--- src/rtl/ext_clk_sync_tx_pkg.sv ---
package ext_clk_sync_tx_pkg;
  typedef enum logic [1:0] {
    SRC_NONE  = 2'd0,
    SRC_HOLD  = 2'd1,
    SRC_WRITE = 2'd2
  } load_src_t;
endpackage

--- src/rtl/ectx_edge_det.sv ---
module ectx_edge_det #(
  parameter int STAGES = 2
) (
  input  logic clk,
  input  logic rst,
  input  logic sclk_in,
  output logic fall
);
  logic [STAGES-1:0] chain;
  logic              last_q;

  genvar gi;
  generate
    for (gi = 0; gi < STAGES; gi++) begin : g_sync
      if (gi == 0) begin : g_first
        always_ff @(posedge clk) begin
          if (rst) chain[0] <= 1'b0;
          else     chain[0] <= sclk_in;
        end
      end else begin : g_next
        always_ff @(posedge clk) begin
          if (rst) chain[gi] <= 1'b0;
          else     chain[gi] <= chain[gi-1];
        end
      end
    end
  endgenerate

  always_ff @(posedge clk) begin
    if (rst) last_q <= 1'b0;
    else     last_q <= chain[STAGES-1];
  end

  assign fall = last_q & ~chain[STAGES-1];

  p_fall_single_r5: assert property (@(posedge clk) disable iff (rst)
    fall |=> !fall);
endmodule

--- src/rtl/ectx_hold_reg.sv ---
module ectx_hold_reg #(
  parameter int WORD_W = 9
) (
  input  logic              clk,
  input  logic              rst,
  input  logic              active,
  input  logic              capture,
  input  logic              take,
  input  logic [WORD_W-1:0] word_in,
  output logic              full,
  output logic [WORD_W-1:0] word_q
);
  always_ff @(posedge clk) begin
    if (rst || !active) begin
      full   <= 1'b0;
      word_q <= '0;
    end else if (take) begin
      full <= 1'b0;
    end else if (capture) begin
      full   <= 1'b1;
      word_q <= word_in;
    end
  end

  p_keep_full_r7: assert property (@(posedge clk) disable iff (rst)
    full && active && !take |=> full && $stable(word_q));
endmodule

--- src/rtl/ectx_shifter.sv ---
module ectx_shifter
  import ext_clk_sync_tx_pkg::*;
#(
  parameter int DATA_W = 8
) (
  input  logic          clk,
  input  logic          rst,
  input  logic          active,
  input  logic          fall,
  input  logic          nine_sel,
  input  logic          hold_full,
  input  logic [DATA_W:0] hold_word,
  input  logic          wr_ok,
  input  logic [DATA_W:0] wr_word,
  output logic          busy,
  output logic          take,
  output logic          sout
);
  localparam int SH_W  = DATA_W + 1;
  localparam int CNT_W = $clog2(SH_W + 1);
  localparam logic [CNT_W-1:0] CNT_LONG  = CNT_W'(SH_W);
  localparam logic [CNT_W-1:0] CNT_SHORT = CNT_W'(DATA_W);
  localparam logic [CNT_W-1:0] CNT_ONE   = CNT_W'(1);

  logic [SH_W-1:0]  sh;
  logic [CNT_W-1:0] cnt;
  logic             last_bit;
  load_src_t        src;
  logic [SH_W-1:0]  ld_word;

  assign last_bit = busy & fall & (cnt == CNT_ONE);

  always_comb begin
    if (busy)           src = (last_bit && hold_full) ? SRC_HOLD : SRC_NONE;
    else if (hold_full) src = SRC_HOLD;
    else if (wr_ok)     src = SRC_WRITE;
    else                src = SRC_NONE;
  end

  assign take    = (src == SRC_HOLD);
  assign ld_word = (src == SRC_HOLD) ? hold_word : wr_word;

  always_ff @(posedge clk) begin
    if (rst || !active) begin
      busy <= 1'b0;
      cnt  <= '0;
      sh   <= '0;
      sout <= 1'b1;
    end else if (src != SRC_NONE) begin
      busy <= 1'b1;
      sh   <= ld_word;
      cnt  <= nine_sel ? CNT_LONG : CNT_SHORT;
      sout <= ld_word[0];
    end else if (last_bit) begin
      busy <= 1'b0;
      sout <= 1'b1;
    end else if (busy && fall) begin
      sh   <= sh >> 1;
      cnt  <= cnt - CNT_ONE;
      sout <= sh[1];
    end
  end

  p_idle_high_r10: assert property (@(posedge clk) disable iff (rst)
    !busy |-> sout);
  p_count_range_r6: assert property (@(posedge clk) disable iff (rst)
    busy |-> (cnt != '0) && (cnt <= CNT_LONG));
endmodule

--- src/rtl/ext_clk_sync_tx.sv ---
module ext_clk_sync_tx #(
  parameter int DATA_W      = 8,
  parameter int SYNC_STAGES = 2
) (
  input  logic              clk,
  input  logic              rst,
  input  logic              wr_stb,
  input  logic [DATA_W-1:0] wr_data,
  input  logic              wr_bit9,
  input  logic              port_en,
  input  logic              sync_sel,
  input  logic              clk_src_int,
  input  logic              tx_en,
  input  logic              nine_bit_sel,
  input  logic              rx_cont_en,
  input  logic              rx_single_en,
  input  logic              irq_en,
  input  logic              sclk_in,
  output logic              sdata_out,
  output logic              hold_empty,
  output logic              irq,
  output logic              shift_empty
);
  localparam int WORD_W = DATA_W + 1;

  logic              active;
  logic              wr_ok;
  logic              sclk_fall;
  logic              hold_full;
  logic [WORD_W-1:0] hold_word;
  logic [WORD_W-1:0] wr_word;
  logic              busy;
  logic              take;
  logic              capture;

  assign active  = port_en & sync_sel & ~clk_src_int & tx_en & ~rx_cont_en & ~rx_single_en;
  assign wr_ok   = active & wr_stb;
  assign wr_word = {wr_bit9, wr_data};
  assign capture = wr_ok & ~hold_full & busy;

  ectx_edge_det #(.STAGES(SYNC_STAGES)) edge_i (
    .clk     (clk),
    .rst     (rst),
    .sclk_in (sclk_in),
    .fall    (sclk_fall)
  );

  ectx_hold_reg #(.WORD_W(WORD_W)) hold_i (
    .clk     (clk),
    .rst     (rst),
    .active  (active),
    .capture (capture),
    .take    (take),
    .word_in (wr_word),
    .full    (hold_full),
    .word_q  (hold_word)
  );

  ectx_shifter #(.DATA_W(DATA_W)) shift_i (
    .clk       (clk),
    .rst       (rst),
    .active    (active),
    .fall      (sclk_fall),
    .nine_sel  (nine_bit_sel),
    .hold_full (hold_full),
    .hold_word (hold_word),
    .wr_ok     (wr_ok),
    .wr_word   (wr_word),
    .busy      (busy),
    .take      (take),
    .sout      (sdata_out)
  );

  assign hold_empty  = ~hold_full;
  assign shift_empty = ~busy & ~hold_full;
  assign irq         = irq_en & hold_empty;

  p_inactive_clears_r1: assert property (@(posedge clk) disable iff (rst)
    !active |=> hold_empty && shift_empty && sdata_out);
  p_direct_load_r3: assert property (@(posedge clk) disable iff (rst)
    wr_ok && !busy && !hold_full |=> !shift_empty && hold_empty);
  p_hold_wait_r4: assert property (@(posedge clk) disable iff (rst)
    active && hold_full && busy && !sclk_fall |=> !hold_empty);
  p_take_full_r4: assert property (@(posedge clk) disable iff (rst)
    take |-> hold_full);
endmodule

--- config.mk ---
export PLATFORM = sky130hd
export DESIGN_NAME = ext_clk_sync_tx
export DESIGN_NICKNAME = d
export VERILOG_FILES = /design/src/rtl/ext_clk_sync_tx_pkg.sv /design/src/rtl/ectx_edge_det.sv /design/src/rtl/ectx_hold_reg.sv /design/src/rtl/ectx_shifter.sv /design/src/rtl/ext_clk_sync_tx.sv
export SDC_FILE = /design/constraint.sdc
export NUM_CORES = 1
export LEC_CHECK = 0
export CORE_AREA = 2 2 54 56
export DETAILED_ROUTE_END_ITERATION = 8
export DIE_AREA = 0 0 56 58
export HOLD_SLACK_MARGIN = 0.05
export PLACE_DENSITY = 0.79
export SETUP_SLACK_MARGIN = 0.2
export SLEW_MARGIN = 20
export SYNTH_ARGS = -nofsm -noshare
export SYNTH_HDL_FRONTEND = slang
export SYNTH_HIERARCHICAL = 1
export SYNTH_SLANG_ARGS = --single-unit
--- constraint.sdc ---
create_clock -name clk -period 2.84 [get_ports clk]
set_clock_uncertainty 0.2 [all_clocks]
set_input_delay 0.71 -clock clk [delete_from_list [all_inputs] [get_ports clk]]
set_output_delay 0.71 -clock clk [all_outputs]
set_load 0.1 [all_outputs]
==> results of run 1 <==
## layout by cell type (no fill, tap or decap), types with 5 or more instances in the layout
cell type	instances
dfxtp_1	27
nand2_1	20
clkdlybuf4s50_1	20
a21oi_1	12
nor2_1	10
nor2b_1	8
nor3_1	5
nand2b_1	5
buf_4	5
o32a_1	5
o22ai_1	5
o21ai_1	5
## flip-flops by register name, indices dropped and copies added (netlist names)
register,flops
shift_i/sout,1
shift_i/sh,8
edge_i/last_q,1
shift_i/cnt,4
hold_i/word_q,9
shift_i/busy,1
edge_i/chain,2
hold_i/full,1
## through the flow
step | setup WS, ns | area, um2 | hold slack (ns)
after floorplan | 0.287 | 1380 | 0.214
final | 0.410 | 1650 | 0.265
after global placement | 0.247 | 1620 | 0.228
after CTS | 0.401 | 1650 | 0.268
after global routing | 0.369 | 1650 | 0.272
after detailed placement | 0.150 | 1620 | 0.248
## layout make-up
class	instances	area, um2	share of cell area [%]
inverters	4	15.0	0.910
clock inverters	1	7.51	0.455
multi-input cells	114	768	46.6
well taps	31	38.8	2.35
repair buffers	26	258	15.6
flip-flops and latches	27	541	32.8
clock buffers	3	22.5	1.36
## path summary, 6_finish.rpt
| path | endpoint | cells past startpoint | from | slack, ns |
|---|---|---|---|---|
| setup / recovery | irq | 3 | irq_en | 0.41 |
| hold / removal | edge_i/chain[1] | 1 | edge_i/chain[0] | 0.26 |
| setup reg to reg | hold_i/word_q[5] | 7 | shift_i/cnt[0] | 0.56 |
| hold reg to reg | edge_i/chain[1] | 1 | edge_i/chain[0] | 0.26 |
## kinds of logic (layout without fill, tap and decap cells)
| family | after synthesis | after routing | synth area share (%) |
|---|---|---|---|
| adder cells (fa/ha/maj) | 2 | 2 | 1.82 |
| flip-flops | 27 | 27 | 39.2 |
| AO/OA/AOI/OAI | 44 | 44 | 23.9 |
| buffers and inverters | 12 | 34 | 5.18 |
| AND/OR/NAND/NOR | 65 | 65 | 28.0 |
| XOR/XNOR | 3 | 3 | 1.91 |
## layer usage
| metal | part of all wire [%] | up-vias |
|---|---|---|
| met3 | 2.6 | 4 |
| met1 | 44 | 538 |
| met2 | 52 | 16 |
| met5 | 0 | - |
| li1 | - | 589 |
| met4 | 0.99 | 0 |
## power groups by stage
stage | combinational [uW] | clock, uW | sequential [uW]
finish | 51.2 | 168 | 381
global route | 54.1 | 190 | 381
CTS | 51.6 | 175 | 381
detailed placement | 51.5 | 0 | 389
global placement | 50.3 | 0 | 389
floorplan | 14.1 | 0 | 389
==> results.md, run 1 <==
- Top cells by area, synth: dfxtp_1, nand2_1, a21oi_1
- Largest net degree at the start of global routing: 17
- Ant diodes: 0
- WL/cell: 14.2 um
- Met1 Resource Use GR: 22.6%
- Drt drc: 0
- Max-slew violation count: 0
- Slew @ Worst Pin: 0.518 ns
- Crit path max-delay family: buffers and inverters
- Internal power: 467 uW
- First-pass GRT wire length: 4930 um
- Pwr Total: 600 uW
- Vias in the first global route: 1126
- Synth top area share: 39.2%
- Max-cap violations: 0
- FF+latch count, synth: 27
- Sequential Power Share: 63.5%
- Final setup vio count: 0
- Endpoints failing hold: 0
- Final WL: 2930 um
- Synthesized cell area: 1380 um2
- Drt initial violations: 23
- Root Buffer: clkbuf_4
- Max incr delay on CP: 0.44 ns
- Die area: 3250 um2
- Setup crit start kind: input port
- Syn Inst Count: 153
- Clk_lat worst skew: 0.33 ns
- Placed cell count: 202
- CP Capture Type: output pin
- Fillers: 221
- Hold Path Class: register to register
- CTS tree: done
- H-tree depth: 1
- Outcome: completed
- Relative slew slack: 65.4%
- CP max-delay cell: clkdlybuf4s50_1
- Met2 Use GR: 35.0%
- Post-synth EDFFs: 0
- Fraction of power spent switching nets: 22.1%
- Worst VDD drop: 0.413 mV
- DR vias/cell: 5.57
- Count leader, synth: dfxtp_1
- Routability cong.: 0.786
- Post-CTS Setup Bufs: 0
- Synth cell count leaders: dfxtp_1, nand2_1, a21oi_1
- Distinct cells, synth: 42
- Effective utilization at floorplan: 51.7%
- PortBufs: 24
- Core box area: 2660 um2
- Setup TNS Final: 0 ns
- Layout cells sized above 1: 14.9%
- Syn_nets: 176
- Critical Path Fanout Max: 1
- Gate power share: 8.5%
- Met3 Track Usage GR: 5.13%
- Leakage: 0.000522 uW
- PwrDens: 363 nW/um2
- Clock Power Share: 28.0%
- CTS Buf Count: 3
- Register area share after synthesis: 39.2%
- Clk slew on worst S/H paths: 0.14 ns
- Vias: 1147
- WS Path Type: input port to output pin
- Unrepaired setup endpoints after global routing: no
- Clock sink total: 27
- Fmax: 0.412 GHz
- Final HPWL DP: 2260 um
- GR peak layer: met2
- Switching pwr: 132 uW
- Layout Nets: 199
- Final min period: 2.43 ns
- 1st-pass router iterations: 4
- Hold buffer count at CTS: 0
- Global-route usage over all layers: 19.1%
- Async set or reset register ratio after synthesis: 0%
- Die Width: 56 um
- Die height: 58 um
- ANT nets after route: 0
- Remaining Overflow, GRT: 0
- Ys flop type: dfxtp_1
- Clk buf depth: 2
- Post-CTS resize count: 0
- Final Instance Count excl. Fillers: 206
- Crit path DAT: 1.52 ns
- Crit-path cells: clkdlybuf4s50_1 -> nor2b_2 -> buf_12
- Crit share post-route: 85.6%
- Required @ worst endpoint: 1.93 ns
- IO Pins: 25
- Bufs and invs on worst path: 2
- Row cnt: 19
- Yosys warnings: 6
- Post-synth top area cell: dfxtp_1
- Fin util: 62.0%
- Initial antenna violation count: 0
- Area growth syn-to-layout: 19.8%
- Syn Area/Cell: 9.00 um2
No activity file was read; power rests on OpenSTA's default activity.
==> inputs of run 2 (changes only) <==
Settings changed: CORE_AREA 2 2 54 56 to 2 2 55 57, DIE_AREA 0 0 56 58 to 0 0 57 59, PLACE_DENSITY 0.79 to 0.77, RECOVER_POWER set to 100.
Clock period 2.84 ns to 2.33 ns, I/O delays scaled along.
==> run 2 against run 1 <==
Effect of this change:
- count of clock-buffer cells in the layout stayed put
- largest power group unchanged
- routed wire length is 11% higher
- utilization is 2.3 points higher
- total power is 22% higher
- sequential power is 22% higher
- critical path type is now register to output pin
==> results.md, run 2 (same netlist as run 1, synthesis figures left out) <==
- Fmax: 0.480 GHz
- Vias in the first global route: 1275 (was 1126)
- Endpoints failing hold: 0 (unchanged)
- Gate power share: 8.0% (was 8.5%)
- Fin util: 64.3% (was 62.0%)
- Drt drc: 0 (unchanged)
- Most flops, register: hold_i/word_q (unchanged)
- Remaining Overflow, GRT: 0 (unchanged)
- CP Capture Type: output pin (unchanged)
- Ant diodes: 0 (unchanged)
- Hold Path Class: register to register (unchanged)
- Final min period: 2.08 ns
- Root Buffer: clkbuf_4 (unchanged)
- Final setup vio count: 0 (unchanged)
- Layout Nets: 210 (was 199)
- First-pass GRT wire length: 5540 um (was 4930 um)
- 1st-pass router iterations: 4 (unchanged)
- PortBufs: 24 (unchanged)
- WL/cell: 15.0 um (was 14.2 um)
- Dpl ws: -0.0992 ns (was 0.150 ns)
- Max FFs per register: 9 (unchanged)
- Die height: 59 um (was 58 um)
- Hold path depth: 2 (was 1)
- Max incr delay on CP: 0.57 ns (was 0.44 ns)
- CP max-delay cell: dfxtp_1 (was clkdlybuf4s50_1)
- PwrDens: 421 nW/um2 (was 363 nW/um2)
- ANT nets after route: 0 (unchanged)
- Commonest non-fill, non-tap cell in the layout: dfxtp_1 (unchanged)
- DR vias/cell: 5.72 (was 5.57)
- Row cnt: 19 (unchanged)
- CTS tree: done (unchanged)
- Setup ws final: 0.246 ns (was 0.410 ns)
- Internal power: 566 uW (was 467 uW)
- Setup crit start kind: register (was input port)
- Routability cong.: 0.822 (was 0.786)
- Layout cells sized above 1: 21.0% (was 14.9%)
- Crit share post-route: 89.5%
- Clk buf depth: 2 (unchanged)
- Hold EP: hold_i/word_q[3] (was edge_i/chain[1])
- CTS Buf Count: 3 (unchanged)
- Final HPWL DP: 2450 um (was 2260 um)
- Initial antenna violation count: 0 (unchanged)
- Clk_lat worst skew: 0.33 ns (about the same)
- Worst reg-to-reg path cell count: 7 (unchanged)
- Worst hold start: hold_i/word_q[3] (was edge_i/chain[0])
- Crit path max-delay family: flip-flops (was buffers and inverters)
- Max-slew violation count: 0 (unchanged)
- Effective utilization at floorplan: 50.8% (was 51.7%)
- Sequential Power Share: 63.3% (was 63.5%)
- Core box area: 2710 um2 (was 2660 um2)
- Final WL: 3260 um (was 2930 um)
- Max-cap violations: 0 (unchanged)
- Hold buffer count at CTS: 0 (unchanged)
- Setup TNS Final: 0 ns (unchanged)
- Worst VDD drop: 0.359 mV (was 0.413 mV)
- Switching pwr: 168 uW (was 132 uW)
- Largest net degree at the start of global routing: 16 (was 17)
- Finished Cell Area: 1740 um2 (was 1650 um2)
- Fraction of power spent switching nets: 22.9% (was 22.1%)
- Crit path DAT: 1.30 ns (was 1.52 ns)
- Global-route usage over all layers: 21.0% (was 19.1%)
- Largest regs: hold_i/word_q: 9 flops, shift_i/sh: 8 flops, shift_i/cnt: 4 flops (unchanged)
- Internal reg-to-reg setup slack: 0.32 ns (was 0.56 ns)
- Worst R2R Start: shift_i/cnt[0] (unchanged)
- Clock Power Share: 28.7% (was 28.0%)
- Die area: 3360 um2 (was 3250 um2)
- Die Width: 57 um (was 56 um)
- Post-place instance area: 1720 um2 (was 1620 um2)
- Critical Path Fanout Max: 9 (was 1)
- Slew @ Worst Pin: 0.542 ns (was 0.518 ns)
- H-tree depth: 1 (unchanged)
- IO Pins: 25 (unchanged)
- Clock sink total: 27 (unchanged)
- R2r endpoint: hold_i/word_q[0] (was hold_i/word_q[5])
- Clk slew on worst S/H paths: 0.15 ns (was 0.14 ns)
- Worst hold slack: 0.263 ns (was 0.265 ns)
- WS Path Type: register to output pin (was input port to output pin)
- Bufs and invs on worst path: 2 (unchanged)
- Relative slew slack: 64.0% (was 65.4%)
- Drt initial violations: 33 (was 23)
- Crit-path cells: inv_1 -> clkbuf_4 (was clkdlybuf4s50_1 -> nor2b_2 -> buf_12)
- Highest-count cells in the layout ignoring fill and taps: dfxtp_1, nand2_1, clkdlybuf4s50_1, a21oi_1, buf_4 (was dfxtp_1, nand2_1, clkdlybuf4s50_1, a21oi_1, nor2_1)
- Leakage: 0.000584 uW (was 0.000522 uW)
- Required @ worst endpoint: 1.55 ns (was 1.93 ns)
- Unrepaired setup endpoints after global routing: no (unchanged)
- Vias: 1242 (was 1147)
- Outcome: completed (unchanged)
- Area growth syn-to-layout: 26.5% (was 19.8%)
==> run 2: cell type report <==
cell class	instances	area [um2]
inverters	4	15.0
clock buffers	3	22.5
well taps	31	38.8
repair buffers	37	349
fillers	242	967
multi-input cells	114	772
flip-flops and latches	27	541
clock inverters	1	5.00
==> run 2: routing by layer <==
layer  track usage (%)  up-vias  wire length [um]
li1                  -      612                 -
met1              25.4      589              1430
met2              36.9       35              1640
met3              3.49        6               133
met4              8.97        0                53
met5                 0        -                 0
==> run 2: how the worst max path moves through the flow <==
stage                      from             to  slack [ns]  depth (start not counted)
global route         rx_cont_en  shift_i/sh[4]        0.11                          7
CTS                    sync_sel   shift_i/sout        0.27                          7
floorplan                irq_en            irq        0.15                          1
finish              hold_i/full     hold_empty        0.25                          2
global placement       sync_sel  shift_i/sh[8]       -0.04                          7
detailed placement     sync_sel   shift_i/sout        -0.1                          7
==> run 2: metrics by stage <==
stage	power, uW	instances
2_1_floorplan	491	153
4_1_cts	742	215
3_3_place_gp	536	211
5_1_grt	760	217
3_5_place_dp	538	211
6_report	734	217
==> run 2: tightest hold or removal path, cell delays in order, from the launching register on <==
cell,delay [ns]
dfxtp_1,0.34
nand2_1,0.05
a21oi_1,0.05
==> run 2: repair_timing <==
action                     4_1_cts  5_1_grt
buffers inserted                 0        2
setup endpoints to repair        1       17
resized for setup                2        5
pin swaps                        0        1
==> run 2: power groups by stage <==
stage               logic, uW  clock network [uW]  registers (uW)
finish                   58.8                 211             465
global route             62.5                 232             465
CTS                      63.9                 213             465
detailed placement       63.6                   0             475
global placement         61.8                   0             474
floorplan                17.2                   0             474
==> inputs of run 3 (changes only) <==
Settings changed: CELL_PAD_IN_SITES_DETAIL_PLACEMENT set to 1, CELL_PAD_IN_SITES_GLOBAL_PLACEMENT set to 2, CORE_AREA 2 2 55 57 to 2 2 70 72, CTS_CLUSTER_DIAMETER set to 40, DIE_AREA 0 0 57 59 to 0 0 72 74, PLACE_DENSITY 0.77 to unset, PLACE_DENSITY_LB_ADDON set to 0.1.
==> run 3 against run 2 <==
Effect of this change:
- maximum frequency increased by 0.29%
- critical path depth unchanged
- die area grew 58%
- clock power rose by 32%
- sequential cell count is the same
- combinational power shrank 1%
- count of clock-buffer cells in the layout stayed put
- routed wire length grew 12%
- cell count is 9.2% higher
- non-clock buffer count shrank 3
- sequential power about the same
- utilization decreased by 25 points
- critical path type unchanged
- largest cell class unchanged
==> results.md, run 3 (same netlist as run 1, synthesis figures left out) <==
- WL/cell: 15.4 um (was 15.0 um)
- Final min period: 2.08 ns (about the same)
- H-tree depth: 1 (unchanged)
- 1st-pass router iterations: 3 (was 4)
- PortBufs: 24 (unchanged)
- Relative slew slack: 64.3% (was 64.0%)
- Unrepaired setup endpoints after global routing: no (unchanged)
- Max FFs per register: 9 (unchanged)
- Row cnt: 25 (was 19)
- Max incr delay on CP: 0.45 ns (was 0.57 ns)
- Largest net degree at the start of global routing: 17 (was 16)
- Dpl ws: -0.130 ns (was -0.0992 ns)
- CTS tree: done (unchanged)
- Worst R2R Start: shift_i/cnt[0] (unchanged)
- Worst VDD drop: 0.184 mV (was 0.359 mV)
- PwrDens: 444 nW/um2 (was 421 nW/um2)
- Leakage: 0.000652 uW (was 0.000584 uW)
- Post-CTS Setup Bufs: 0 (unchanged)
- Crit path DAT: 1.30 ns (about the same)
- Crit share post-route: 89.2% (was 89.5%)
- R2r endpoint: hold_i/word_q[5] (was hold_i/word_q[0])
- Max-slew violation count: 0 (unchanged)
- Endpoints failing hold: 0 (unchanged)
- Post-place instance area: 1740 um2 (was 1720 um2)
- Root Buffer: clkbuf_8 (was clkbuf_4)
- Clk_lat worst skew: 0.28 ns (was 0.33 ns)
- Commonest non-fill, non-tap cell in the layout: dfxtp_1 (unchanged)
- Remaining Overflow, GRT: 0 (unchanged)
- Required @ worst endpoint: 1.55 ns (about the same)
- CP startpoint: hold_i/full (unchanged)
- WS Path Type: register to output pin (unchanged)
- ANT nets after route: 0 (unchanged)
- Ant diodes: 0 (unchanged)
- Global-route usage over all layers: 14.6% (was 21.0%)
- Hold buffer count at CTS: 0 (unchanged)
- CP max-delay cell: dfxtp_1 (unchanged)
- CP Capture Type: output pin (unchanged)
- Area growth syn-to-layout: 30.5% (was 26.5%)
- Clock sink total: 27 (unchanged)
- Worst hold start: edge_i/chain[0] (was hold_i/word_q[3])
- Fmax: 0.481 GHz (was 0.480 GHz)
- Highest-count cells in the layout ignoring fill and taps: dfxtp_1, nand2_1, a21oi_1, clkdlybuf4s50_1, nor2_1 (was dfxtp_1, nand2_1, clkdlybuf4s50_1, a21oi_1, buf_4)
- Slew @ Worst Pin: 0.538 ns (was 0.542 ns)
- DR vias/cell: 5.05 (was 5.72)
- Drt drc: 0 (unchanged)
- Hold EP: edge_i/chain[1] (was hold_i/word_q[3])
- Internal reg-to-reg setup slack: 0.30 ns (was 0.32 ns)
- Routability cong.: 0.776 (was 0.822)
- Initial antenna violation count: 0 (unchanged)
- Final setup vio count: 0 (unchanged)
- Most flops, register: hold_i/word_q (unchanged)
- Outcome: completed (unchanged)
- Critical Path Fanout Max: 9 (unchanged)
- Effective utilization at floorplan: 30.0% (was 50.8%)
- Vias: 1198 (was 1242)
- Layout cells sized above 1: 19.1% (was 21.0%)
- Max-cap violations: 0 (unchanged)
- Setup crit start kind: register (unchanged)
- Clk slew on worst S/H paths: 0.10 ns (was 0.15 ns)
- Largest regs: hold_i/word_q: 9 flops, shift_i/sh: 8 flops, shift_i/cnt: 4 flops (unchanged)
- Drt initial violations: 60 (was 33)
- Die area: 5330 um2 (was 3360 um2)
- Hold path depth: 1 (was 2)
- Clk buf depth: 2 (unchanged)
- First-pass GRT wire length: 6040 um (was 5540 um)
- Final HPWL DP: 2750 um (was 2450 um)
- Hold Path Class: register to register (unchanged)
- Die Width: 72 um (was 57 um)
- Setup ws final: 0.252 ns (was 0.246 ns)
- Bufs and invs on worst path: 1 (was 2)
- Crit-path cells: nor2b_4 -> buf_2 (was inv_1 -> clkbuf_4)
- Worst reg-to-reg path cell count: 7 (unchanged)
- IO Pins: 25 (unchanged)
- Fillers: 535 (was 242)
- CTS Buf Count: 3 (unchanged)
- Final WL: 3660 um (was 3260 um)
- Crit path max-delay family: flip-flops (unchanged)
- Die height: 74 um (was 59 um)
- Finished Cell Area: 1800 um2 (was 1740 um2)
- Layout Nets: 207 (was 210)
- Vias in the first global route: 1255 (was 1275)
- Core box area: 4600 um2 (was 2710 um2)
run 3: cell count changes in the layout (fill, tap and decap cells not counted), moves of 2 or more:
cell             before  now
dlymetal6s2s_1        0    8
clkdlybuf4s50_1      18   11
buf_4                12    8
clkbuf_4              5    1
clkbuf_8              0    3
nor2b_2               2    0
run 3: how the worst max path moves through the flow:
stage	endpoint	depth (start not counted)
after floorplan	irq	1
after global placement	shift_i/sh[8]	7
after detailed placement	shift_i/sout	7
after CTS	irq	3
after global routing	hold_i/word_q[5]	7
final	irq	2
run 3: worst register-to-register path, cell delays in order (launching register included):
cell and delay, ns:
dfxtp_1 0.40, ha_1 0.23, nand4bb_1 0.16, a21bo_1 0.23, inv_1 0.13, nand2b_1 0.38
nand2_1 0.10, a21oi_1 0.14
run 3: what timing repair did:
action,4_1_cts,5_1_grt
pin swaps,0,6
setup endpoints to repair,2,15
resized for setup,2,16
run 3: final cells by class:
type                    count  area, um2  area share [%]
multi-input cells         114        793            44.1
flip-flops and latches     27        541            30.1
repair buffers             34        333            18.5
well taps                  54       67.6            3.76
clock buffers               3       41.3            2.30
inverters                   4       15.0           0.835
clock inverters             1       7.51           0.418
run 3: per-stage QoR:
stage	total power (uW)	TNS [ns]	hold slack, ns	instances	utilization, %
finish	799	0	0.246	237	39.1
global route	830	0	0.269	237	39.1
CTS	815	0	0.252	237	39.0
detailed placement	538	-0.738	0.229	233	37.8
global placement	537	-0.337	0.216	233	37.8
floorplan	491	0	0.214	153	-
run 3: power by group:
part / internal (uW) / switching [uW] / total [uW]
Clock: 122 / 156 / 278
Combinational: 36.3 / 21.7 / 58.0
Sequential: 463 / 0.461 / 464
run 3: layer usage:
metal	GRT usage [%]	part of all wire, %	wire length (um)
met5	0	0	0
met4	5.87	1.0	38
met3	2.44	3.7	135
met2	23.0	45	1660
met1	19.9	50	1830
